**src/rtl/piso_pkg.sv**
```systemverilog
package piso_pkg;
  typedef struct packed {
    logic load_n;
    logic sclk_a;
    logic sclk_b;
    logic ser;
  } ctrl_t;

  localparam ctrl_t CTRL_IDLE = '{load_n: 1'b1, sclk_a: 1'b0, sclk_b: 1'b0, ser: 1'b0};
endpackage

```
**src/rtl/piso_sync.sv**
```systemverilog
module piso_sync #(
  parameter int unsigned WIDTH = 1,
  parameter int unsigned STAGES = 2,
  parameter logic [WIDTH-1:0] RST_VAL = '0
) (
  input  logic             clk_i,
  input  logic             rst_ni,
  input  logic [WIDTH-1:0] d_i,
  output logic [WIDTH-1:0] q_o
);
  logic [WIDTH-1:0] chain_q [STAGES];

  for (genvar s = 0; s < STAGES; s++) begin : g_stage
    if (s == 0) begin : g_first
      always_ff @(posedge clk_i or negedge rst_ni)
        if (!rst_ni) chain_q[s] <= RST_VAL;
        else         chain_q[s] <= d_i;
    end else begin : g_next
      always_ff @(posedge clk_i or negedge rst_ni)
        if (!rst_ni) chain_q[s] <= RST_VAL;
        else         chain_q[s] <= chain_q[s-1];
    end
  end

  assign q_o = chain_q[STAGES-1];
endmodule

```
**src/rtl/piso_edge_det.sv**
```systemverilog
module piso_edge_det
  import piso_pkg::*;
(
  input  logic  clk_i,
  input  logic  rst_ni,
  input  ctrl_t ctrl_i,
  output logic  shift_o
);
  logic or_now, or_q, load_n_q;

  assign or_now = ctrl_i.sclk_a | ctrl_i.sclk_b;

  always_ff @(posedge clk_i or negedge rst_ni)
    if (!rst_ni) begin
      or_q     <= 1'b0;
      load_n_q <= 1'b1;
    end else begin
      or_q     <= or_now;
      load_n_q <= ctrl_i.load_n;
    end

  // mask edges while loading and in the sample that releases load
  assign shift_o = or_now & ~or_q & ctrl_i.load_n & load_n_q;

  AST_ONE_SHIFT_PER_EDGE: assert property (@(posedge clk_i) disable iff (!rst_ni)
    shift_o |=> !shift_o);
  AST_INHIBIT_HOLD: assert property (@(posedge clk_i) disable iff (!rst_ni)
    (ctrl_i.sclk_a && $past(ctrl_i.sclk_a)) |-> !shift_o);
endmodule

```
**src/rtl/piso_stages.sv**
```systemverilog
module piso_stages #(
  parameter int unsigned WIDTH = 8
) (
  input  logic             clk_i,
  input  logic             rst_ni,
  input  logic             load_ni,
  input  logic             shift_i,
  input  logic             ser_i,
  input  logic [WIDTH-1:0] par_i,
  output logic [WIDTH-1:0] q_o
);
  always_ff @(posedge clk_i or negedge rst_ni)
    if (!rst_ni)       q_o <= '0;
    else if (!load_ni) q_o <= par_i;
    else if (shift_i)  q_o <= {q_o[WIDTH-2:0], ser_i};

  AST_LOAD_TRACKS: assert property (@(posedge clk_i) disable iff (!rst_ni)
    !load_ni |=> q_o == $past(par_i));
  AST_SHIFT_MOVES: assert property (@(posedge clk_i) disable iff (!rst_ni)
    (load_ni && shift_i) |=> q_o == {$past(q_o[WIDTH-2:0]), $past(ser_i)});
  AST_HOLD_IDLE: assert property (@(posedge clk_i) disable iff (!rst_ni)
    (load_ni && !shift_i) |=> $stable(q_o));
  AST_NO_SHIFT_ON_RELEASE: assert property (@(posedge clk_i) disable iff (!rst_ni)
    shift_i |-> $past(load_ni));
endmodule

```
**src/rtl/piso_shift_reg.sv**
```systemverilog
module piso_shift_reg
  import piso_pkg::*;
#(
  parameter int unsigned WIDTH = 8,
  parameter int unsigned SYNC_STAGES = 2
) (
  input  logic             clk_i,
  input  logic             rst_ni,
  input  logic             load_ni,
  input  logic             sclk_a_i,
  input  logic             sclk_b_i,
  input  logic             ser_i,
  input  logic [WIDTH-1:0] par_i,
  output logic             ser_o,
  output logic             ser_n_o
);
  localparam int unsigned CW = $bits(ctrl_t);

  ctrl_t            ctrl_raw, ctrl_s;
  logic [WIDTH-1:0] par_s, stages_q;
  logic             shift_ev;

  assign ctrl_raw = '{load_n: load_ni, sclk_a: sclk_a_i, sclk_b: sclk_b_i, ser: ser_i};

  piso_sync #(.WIDTH(CW), .STAGES(SYNC_STAGES), .RST_VAL(CW'(CTRL_IDLE))) u_sync_ctrl (
    .clk_i, .rst_ni, .d_i(ctrl_raw), .q_o(ctrl_s)
  );

  piso_sync #(.WIDTH(WIDTH), .STAGES(SYNC_STAGES), .RST_VAL('0)) u_sync_par (
    .clk_i, .rst_ni, .d_i(par_i), .q_o(par_s)
  );

  piso_edge_det u_edge (.clk_i, .rst_ni, .ctrl_i(ctrl_s), .shift_o(shift_ev));

  piso_stages #(.WIDTH(WIDTH)) u_stages (
    .clk_i, .rst_ni,
    .load_ni(ctrl_s.load_n), .shift_i(shift_ev), .ser_i(ctrl_s.ser),
    .par_i(par_s), .q_o(stages_q)
  );

  assign ser_o   = stages_q[WIDTH-1];
  assign ser_n_o = ~stages_q[WIDTH-1];
endmodule

```
**config.mk**
```make
export PLATFORM = sky130hd
export DESIGN_NAME = piso_shift_reg
export DESIGN_NICKNAME = d
export VERILOG_FILES = /design/src/rtl/piso_pkg.sv /design/src/rtl/piso_sync.sv /design/src/rtl/piso_edge_det.sv /design/src/rtl/piso_stages.sv /design/src/rtl/piso_shift_reg.sv
export SDC_FILE = /design/constraint.sdc
export NUM_CORES = 1
export LEC_CHECK = 0
export ABC_CLOCK_PERIOD_IN_PS = 1300
export BUFFER_PORTS_ARGS = -buffer_cell sky130_fd_sc_hd__buf_4
export CORE_AREA = 2 2 55 57
export DETAILED_ROUTE_END_ITERATION = 12
export DIE_AREA = 0 0 57 59
export HOLD_SLACK_MARGIN = 0.1
export PLACE_DENSITY_LB_ADDON = 0.05
export SLEW_MARGIN = 0
export SYNTH_ARGS = -nofsm -noshare
export SYNTH_HDL_FRONTEND = slang
export SYNTH_SLANG_ARGS = --single-unit
```
**constraint.sdc**
```tcl
create_clock -name clk_i -period 1.3 [get_ports clk_i]
set_input_delay 0.065 -clock clk_i [delete_from_list [all_inputs] [get_ports clk_i]]
set_output_delay 0.065 -clock clk_i [all_outputs]
set_load 0.05 [all_outputs]
```
==> impl_metrics.json, run 1 <==
{
  "clkTransAtPathRegs_ps": 90,
  "rows": 19,
  "reg2regPathDepth": 4,
  "hold_violations": 0,
  "port_buffers": 15,
  "worstReg2RegStart": "u_edge.load_n_q",
  "timing.final.crit_share": 0.905,
  "via_count": 661,
  "vias_per_cell": 4.79,
  "grt_max_degree": 35,
  "cts_resized": 0,
  "gp_congestion": 0.781,
  "grt_first_pass_wirelength_um": 2970,
  "syn-instance-count": 74,
  "yosys_warnings": 0,
  "finish.utilization": 0.509,
  "drcViolationCount": 0,
  "synth_top_area_frac": 0.729,
  "synth_compound_gate_area_share": 0.0847,
  "yosys.area.top_type": "dfrtp_1",
  "nNetsFinal": 121,
  "drtAntennaViolNets": 0,
  "synth_seq_cells": 34,
  "synthSimpleGateAreaFrac": 0.0882,
  "io_pins": 16,
  "area_growth_pct": 29.8,
  "ctsHtreeMaxLevel": 2,
  "cp_data_arrival_time_ps": 1410,
  "synthMuxAreaShare": 0,
  "die_area_mm2": 0.00336,
  "path_cells": "nor2b_1, buf_4, nand3_1, a31oi_1",
  "start_kind": "register",
  "start_util": 0.392,
  "cts_tree": "done",
  "powerDensity_mw_per_mm2": 1330,
  "cts_buffers": 5,
  "hp-class": "in -> async",
  "die_w_um": 57,
  "postCtsSetupRepairBufs": 0,
  "antennaDiodeCount": 0,
  "coreArea_mm2": 0.00271,
  "crit_family": "flip-flops",
  "finalMaxSlewViolations": 0,
  "status": "finished clean",
  "antenna_found_initial": 0,
  "yosysSeqAreaShare": 0.804,
  "slowest_stage": "dfstp_2",
  "netlist_top_cells_area": "dfrtp_1, dfstp_2, a31oi_1",
  "r2r_slack_ps": 120,
  "rsz0062_at_grt": "no",
  "yosys.area_share.adder": 0,
  "setup_viol": 0,
  "first_pass_iters": 4,
  "period_minus_slack_ps": 1180,
  "cap_violations": 0,
  "wl_per_cell_um": 11.9,
  "worstPathMaxFanout": 8,
  "post_synth.cell_area_avg_um2": 14.4,
  "slowest_delay_ps": 540,
  "max_freq_mhz": 850,
  "synth_xor_area_frac": 0,
  "clock_skew_ps": 8.76,
  "grt_pass1_vias": 663,
  "drt_iter0_drc": 24,
  "worst_pin_slew_ps": 410,
  "dieHeight_um": 59,
  "timing.slew.headroom": 0.727,
  "synth_top_family_by_area": "simple AND/OR/NAND/NOR gates",
  "clock_latency_ps": 320,
  "grt_overflow": 0,
  "synth_area_mm2": 0.00106,
  "leakagePower_nw": 0.601,
  "worstPathRequired_ps": 1540,
  "cp-end-kind": "register",
  "drive_above_1_share": 0.243,
  "cts.sink_count": 34,
  "synth.distinct_cells": 14,
  "synthesis.nets": 88,
  "wirelength_um": 1640,
  "vdd_drop_max_v": 0.000828,
  "tns_ps": 0,
  "grt_use_total": 0.125,
  "cts_max_path_buffers": 2,
  "crit_type": "reg -> reg",
  "root_buffer": "clkbuf_4",
  "r2r-end": "u_stages.q_o[3]",
  "cp_num_buf_inv": 1
}
## metrics by stage
stage          power [mW]  instance area [um^2]  setup slack [ps]  hold slack (ps)  instances
6_report             1.83                  1380               124              208        138
5_1_grt              1.94                  1380              50.4              225        138
4_1_cts              1.88                  1380               137              213        138
3_5_place_dp         1.32                  1200               160             35.2        118
3_3_place_gp         1.32                  1200               196             28.0        118
2_1_floorplan        1.24                  1060               214             -231         74
## routing by layer
layer  vias up  routed length, um  global-route usage
li1        314                  -                   -
met1       326                792               0.159
met2        15                710               0.172
met3         6                 94              0.0655
met4         0                 43              0.0698
met5         -                  0                   0
## cell families (layout without fill, tap and decap cells)
family | Yosys count | count (layout)
AND/OR/NAND/NOR | 19 | 19
buffers and inverters | 5 | 38
flip-flops | 34 | 34
AO/OA/AOI/OAI | 16 | 16
## Yosys cell counts
cell,count
nor2_1,8
dfstp_2,3
buf_2,1
clkbuf_2,1
a31oi_1,8
dfrtp_1,31
inv_2,1
buf_4,1
nand2b_1,1
nand3_1,8
nor2_4,1
inv_1,1
nor2b_1,1
o21ai_0,8
## state kept, by name (all words and copies together) (netlist names)
register,cells
u_sync_ctrl.chain_q,4
u_sync_par.chain_q,8
u_edge.load_n_q,1
u_sync_par.q_o,8
u_stages.q_o,8
u_edge.or_q,1
u_sync_ctrl.q_o,4
## layout make-up
class / count / area, um^2
clock buffers: 7 / 45.0
fillers: 249 / 1330
inverters: 2 / 7.51
multi-input cells: 35 / 184
flip-flops and latches: 34 / 855
well taps: 31 / 38.8
repair buffers: 29 / 250
## how the worst max path moves through the flow
stage | startpoint | end | slack [ps] | cells past startpoint
floorplan | u_sync_ctrl.q_o[3] | u_stages.q_o[5] | 210 | 4
global placement | u_edge.load_n_q | u_stages.q_o[5] | 200 | 4
detailed placement | u_edge.load_n_q | u_stages.q_o[3] | 160 | 4
CTS | u_edge.load_n_q | u_stages.q_o[3] | 140 | 4
global route | u_edge.load_n_q | u_stages.q_o[3] | 50 | 4
finish | u_edge.load_n_q | u_stages.q_o[3] | 120 | 4
## worst register-to-register path: stages (launching register included)
cell and delay [ps]:
dfstp_2 540, nor2b_1 120, buf_4 150, nand3_1 80, a31oi_1 190
## cell usage in the layout (no fill, tap or decap)
master	instances
o21ai_0	8
inv_2	1
dfrtp_1	31
dlygate4sd3_1	13
nor2b_1	1
buf_4	16
nor2_1	8
nand3_1	8
a31oi_1	8
clkbuf_4	5
clkbuf_1	2
inv_1	1
nor2_4	1
nand2b_1	1
dfstp_2	3
## where the power goes
part           total (mW)  leakage (nW)  switching (mW)  internal (mW)
registers            1.16         0.388          0.0328           1.13
logic               0.168         0.187          0.0850         0.0827
clock network       0.506        0.0254           0.302          0.204
## repair_timing
item / in CTS / in global routing
endpoints found under the hold margin: 46 / 0
hold buffers: 13 / 0
setup endpoints to repair: 0 / 0
Note: power is estimated with default switching activity, not from simulation.
==> run 2: changes to the inputs <==
--- a/config.mk
+++ b/config.mk
@@ -5,8 +5,10 @@
 export SDC_FILE = /design/constraint.sdc
 export NUM_CORES = 1
 export LEC_CHECK = 0
-export ABC_CLOCK_PERIOD_IN_PS = 1300
+export ABC_CLOCK_PERIOD_IN_PS = 1510
 export BUFFER_PORTS_ARGS = -buffer_cell sky130_fd_sc_hd__buf_4
+export CELL_PAD_IN_SITES_DETAIL_PLACEMENT = 0
+export CELL_PAD_IN_SITES_GLOBAL_PLACEMENT = 1
 export CORE_AREA = 2 2 55 57
 export DETAILED_ROUTE_END_ITERATION = 12
 export DIE_AREA = 0 0 57 59
==> constraint.sdc (replaced) <==
create_clock -name clk_i -period 1.51 [get_ports clk_i]
set_input_delay 0.0755 -clock clk_i [delete_from_list [all_inputs] [get_ports clk_i]]
set_output_delay 0.0755 -clock clk_i [all_outputs]
set_load 0.05 [all_outputs]
==> run 2 against run 1 <==
  * Worst setup slack improved by 190 ps
  * Global-route usage rose by 0.095 points
  * Clock power fell by 0.8%
  * Maximum frequency fell by 1.9%
  * Largest cell class unchanged
==> impl_metrics.json, run 2 (same netlist as run 1, synthesis figures left out) <==
{
  "cts_max_path_buffers": 2,
  "coreArea_mm2": 0.00271,
  "clkTransAtPathRegs_ps": 90,
  "p_int_mw": 1.27,
  "start_util": 0.392,
  "p_comb_frac": 0.088,
  "worst_pin_slew_ps": 411,
  "pwr-share-clk": 0.305,
  "worstPathRequired_ps": 1750,
  "drcViolationCount": 0,
  "clock_latency_ps": 320,
  "antennaDiodeCount": 0,
  "r2r_slack_ps": 310,
  "cp-end-kind": "register",
  "die_area_mm2": 0.00336,
  "die_w_um": 57,
  "grt_pass1_vias": 686,
  "cts_buffers": 5,
  "grt_first_pass_wirelength_um": 3000,
  "fill_cells": 262,
  "grt_overflow": 0,
  "root_buffer": "clkbuf_4",
  "tns_ps": 0,
  "vias_per_cell": 4.78,
  "powerDensity_mw_per_mm2": 1180,
  "grt_use_total": 0.126,
  "cp_data_arrival_time_ps": 1440,
  "timing.final.crit_share": 0.794,
  "grt_max_degree": 35,
  "drive_above_1_share": 0.250,
  "whs_ps": 224,
  "area_growth_pct": 31.1,
  "timing.slew.headroom": 0.726,
  "p_sw_mw": 0.374,
  "sw_frac_of_total": 0.228,
  "wl_per_cell_um": 12.5,
  "port_buffers": 15,
  "rsz0062_at_grt": "no",
  "crit_type": "reg -> reg",
  "ctsHtreeMaxLevel": 2,
  "gp_congestion": 0.756,
  "drt_iter0_drc": 12,
  "io_pins": 16,
  "hold_violations": 0,
  "postCtsSetupRepairBufs": 0,
  "cts.hold.buffers_added": 13,
  "cap_violations": 0,
  "vdd_drop_max_v": 0.000811,
  "final_common_cell": "dfrtp_1",
  "status": "finished clean",
  "dieHeight_um": 59,
  "period_minus_slack_ps": 1200,
  "cts_resized": 0,
  "clock_skew_ps": 3.71,
  "max_freq_mhz": 834,
  "antenna_found_initial": 0,
  "nNetsFinal": 121,
  "drtAntennaViolNets": 0,
  "power_frac_seq": 0.607,
  "via_count": 664,
  "first_pass_iters": 4,
  "finalMaxSlewViolations": 0,
  "final_cell_mix": "dfrtp_1, buf_4, dlygate4sd3_1",
  "cts_tree": "done",
  "worstPathMaxFanout": 7,
  "leakagePower_nw": 0.608,
  "top_regs": "u_stages.q_o x8, u_sync_par.chain_q x8, u_sync_par.q_o x8",
  "wirelength_um": 1730,
  "setup_viol": 0,
  "start_kind": "register",
  "power.total_mw": 1.65,
  "hp-class": "in -> async",
  "finish.utilization": 0.514,
  "cts.sink_count": 34,
  "rows": 19
}
-- run 2: changes by cell type in the layout (fill, tap and decap cells not counted), sizes merged --
cell / delta
clkbuf: +1
-- run 2: metrics by stage --
stage,cells,setup slack [ps],cell area [um^2]
5_1_grt,139,204,1390
3_5_place_dp,118,319,1200
6_report,139,311,1390
4_1_cts,139,295,1390
3_3_place_gp,118,360,1200
2_1_floorplan,74,424,1060
-- run 2: worst paths after layout --
path                                        start                  to  cells past startpoint
setup / recovery                  u_edge.load_n_q     u_stages.q_o[4]                      4
hold / removal                             rst_ni     u_stages.q_o[2]                      2
setup reg to reg                  u_edge.load_n_q     u_stages.q_o[4]                      4
hold reg to reg            u_sync_ctrl.chain_q[6]  u_sync_ctrl.q_o[2]                      0
max in group asynchronous                  rst_ni     u_edge.load_n_q                      2
min in group clk_i         u_sync_ctrl.chain_q[6]  u_sync_ctrl.q_o[2]                      0
-- run 2: cell type report --
class / instances / area, um^2 / area share
multi-input combinational: 35 / 184 / 0.132
sequential: 34 / 855 / 0.613
tap: 31 / 38.8 / 0.0278
timing repair buffer: 29 / 250 / 0.180
clock buffer: 8 / 58.8 / 0.0422
inverter: 2 / 7.51 / 0.00539
-- run 2: routing by layer --
metal | track usage | vias up | wire length (um) | share of wire
met5 | 0 | - | 0 | 0
met4 | 0.0598 | 0 | 16 | 0.0092
met3 | 0.0655 | 2 | 91 | 0.052
met2 | 0.197 | 15 | 852 | 0.49
met1 | 0.145 | 328 | 774 | 0.45
li1 | - | 319 | - | -
-- run 2: worst max-delay path, cell delays in order, from the launching register on --
cell     delay [ps]
dfstp_2         540
nor2b_1         150
buf_4           170
nand3_1          80
a31oi_1         180
-- run 2: power by group through the flow --
stage                     registers (mW)  logic [mW]  clock network (mW)
final                              0.998       0.145               0.502
after global routing                1.01       0.161               0.571
after CTS                          0.999       0.147               0.521
after detailed placement            1.02       0.121                   0
after global placement              1.02       0.118                   0
after floorplan                     1.01      0.0571                   0
==> run 3: changes to the inputs <==
--- a/config.mk
+++ b/config.mk
@@ -5,13 +5,13 @@
 export SDC_FILE = /design/constraint.sdc
 export NUM_CORES = 1
 export LEC_CHECK = 0
-export ABC_CLOCK_PERIOD_IN_PS = 1510
+export ABC_CLOCK_PERIOD_IN_PS = 1100
 export BUFFER_PORTS_ARGS = -buffer_cell sky130_fd_sc_hd__buf_4
 export CELL_PAD_IN_SITES_DETAIL_PLACEMENT = 0
 export CELL_PAD_IN_SITES_GLOBAL_PLACEMENT = 1
-export CORE_AREA = 2 2 55 57
+export CORE_AREA = 2 2 56 58
 export DETAILED_ROUTE_END_ITERATION = 12
-export DIE_AREA = 0 0 57 59
+export DIE_AREA = 0 0 58 60
 export HOLD_SLACK_MARGIN = 0.1
 export PLACE_DENSITY_LB_ADDON = 0.05
 export SLEW_MARGIN = 0
==> constraint.sdc (replaced) <==
create_clock -name clk_i -period 1.1 [get_ports clk_i]
set_input_delay 0.055 -clock clk_i [delete_from_list [all_inputs] [get_ports clk_i]]
set_output_delay 0.055 -clock clk_i [all_outputs]
set_load 0.05 [all_outputs]
==> run 3 against run 2 <==
  * The flow now finishes with violations (setup timing)
  * Maximum frequency grew 5.0%
  * Clock skew is essentially flat
  * Register-to-register slack lost 350 ps
  * Combinational power grew 43%
  * Sequential share of layout area shrank 0.92 points
  * Non-clock buffer count is the same
  * Clock power grew 37%
  * Clock-buffer cell count shrank 1
  * Largest power group unchanged
  * Highest routed layer unchanged
==> impl_metrics.json, run 3 (same netlist as run 1, synthesis figures left out) <==
{
  "status": "finished with violations",
  "failed_checks": "setup timing",
  "cts_buffers": 5,
  "cts_max_path_buffers": 2,
  "port_buffers": 15,
  "clock_skew_ps": 3.80,
  "timing.final.crit_share": 1.04,
  "drtAntennaViolNets": 0,
  "crit_type": "reg -> reg",
  "dp.cells": 120,
  "period_minus_slack_ps": 1140,
  "final_common_cell": "dfrtp_1",
  "finish.utilization": 0.488,
  "place_hpwl_um": 924,
  "io_pins": 16,
  "timing.slew.headroom": 0.722,
  "post-route-cell-area_mm2": 0.00142,
  "start_kind": "register",
  "dieHeight_um": 60,
  "powerDensity_mw_per_mm2": 1600,
  "path_cells": "nor2b_1, buf_4, nand3_2, a31oi_2",
  "r2r_slack_ps": -40,
  "die_area_mm2": 0.00348,
  "ctsHtreeMaxLevel": 2,
  "drive_above_1_share": 0.296,
  "reg2regPathDepth": 4,
  "slowest_stage": "dfstp_2",
  "wirelength_um": 1600,
  "cp_data_arrival_time_ps": 1390,
  "clkTransAtPathRegs_ps": 90,
  "place_area_mm2": 0.00121,
  "slowest_delay_ps": 540,
  "rsz0062_at_grt": "yes",
  "worstPathMaxFanout": 8,
  "vdd_drop_max_v": 0.000956,
  "setup_ws_ps": -41.9,
  "root_buffer": "clkbuf_4",
  "cts_tree": "done",
  "top_regs": "u_stages.q_o x8, u_sync_par.chain_q x8, u_sync_par.q_o x8",
  "hp-class": "in -> async",
  "antenna_found_initial": 0,
  "grt_overflow": 0,
  "postCtsSetupRepairBufs": 0,
  "start_util": 0.366,
  "setup_viol": 8,
  "coreArea_mm2": 0.00290,
  "area_growth_pct": 33.1,
  "first_pass_iters": 4,
  "nNetsFinal": 121,
  "finalMaxSlewViolations": 0,
  "wl_per_cell_um": 11.4,
  "max_freq_mhz": 876,
  "final_cell_mix": "dfrtp_1, buf_4, dlygate4sd3_1, nor2_1",
  "via_count": 654,
  "worst_pin_slew_ps": 416,
  "grt_first_pass_wirelength_um": 2880,
  "hold_violations": 0,
  "antennaDiodeCount": 0,
  "gp_congestion": 0.741,
  "grt_use_total": 0.119,
  "cts.sink_count": 34,
  "layout.cells.non_filler": 141,
  "cp-end-kind": "register",
  "die_w_um": 58,
  "grt_pass1_vias": 644,
  "whs_ps": 198,
  "vias_per_cell": 4.64,
  "fill_cells": 264,
  "rows": 20,
  "cap_violations": 0,
  "dpl_worst_slack_ps": -53.7,
  "drt_iter0_drc": 10,
  "worstReg2RegStart": "u_edge.load_n_q",
  "leakagePower_nw": 0.614,
  "grt_max_degree": 35,
  "drcViolationCount": 0,
  "worstPathRequired_ps": 1350,
  "clock_latency_ps": 320,
  "r2r-end": "u_stages.q_o[4]"
}
## run 3: cell type report
cell class              count  area [um^2]  share of cell area
inverters                   2         7.51             0.00531
repair buffers             29          250               0.177
flip-flops and latches     34          855               0.604
clock inverters             1         5.00             0.00354
multi-input cells          35          201               0.142
well taps                  33         41.3              0.0292
clock buffers               7         55.1              0.0389
## run 3: per-stage QoR
step	power (mW)	setup TNS (ps)
after floorplan	1.47	0
after global placement	1.56	-29.2
after detailed placement	1.56	-97.5
after CTS	2.31	-261
after global routing	2.41	-1090
final	2.27	-265
## run 3: per-layer routing
metal,up-vias,track usage,wire [um]
li1,316,-,-
met1,310,0.143,759
met2,21,0.172,708
met3,7,0.0455,82
met4,0,0.0897,51
met5,-,0,0
## run 3: worst max-delay path: cells and delay by family, from the launching register on
family                 cells  cell delay, ps
AO/OA/AOI/OAI              1             170
buffers and inverters      1             160
flip-flops                 1             540
AND/OR/NAND/NOR            2             200
## run 3: worst max path at each step
stage,startpoint,end
floorplan,u_sync_ctrl.q_o[3],u_stages.q_o[5]
global placement,u_edge.load_n_q,u_stages.q_o[4]
detailed placement,u_edge.load_n_q,u_stages.q_o[4]
CTS,u_edge.load_n_q,u_stages.q_o[4]
global route,u_edge.load_n_q,u_stages.q_o[6]
finish,u_edge.load_n_q,u_stages.q_o[4]
## run 3: timing repair
action,in CTS,in global routing
pin swaps,2,2
hold buffers,13,0
endpoints found under the setup margin,8,8
gates resized for setup,1,9
hold endpoints to repair,46,0
## run 3: power by group
group / leakage (nW) / internal, mW / switching [mW]
combinational: 0.191 / 0.102 / 0.104
sequential: 0.388 / 1.33 / 0.0393
clock: 0.0353 / 0.310 / 0.381
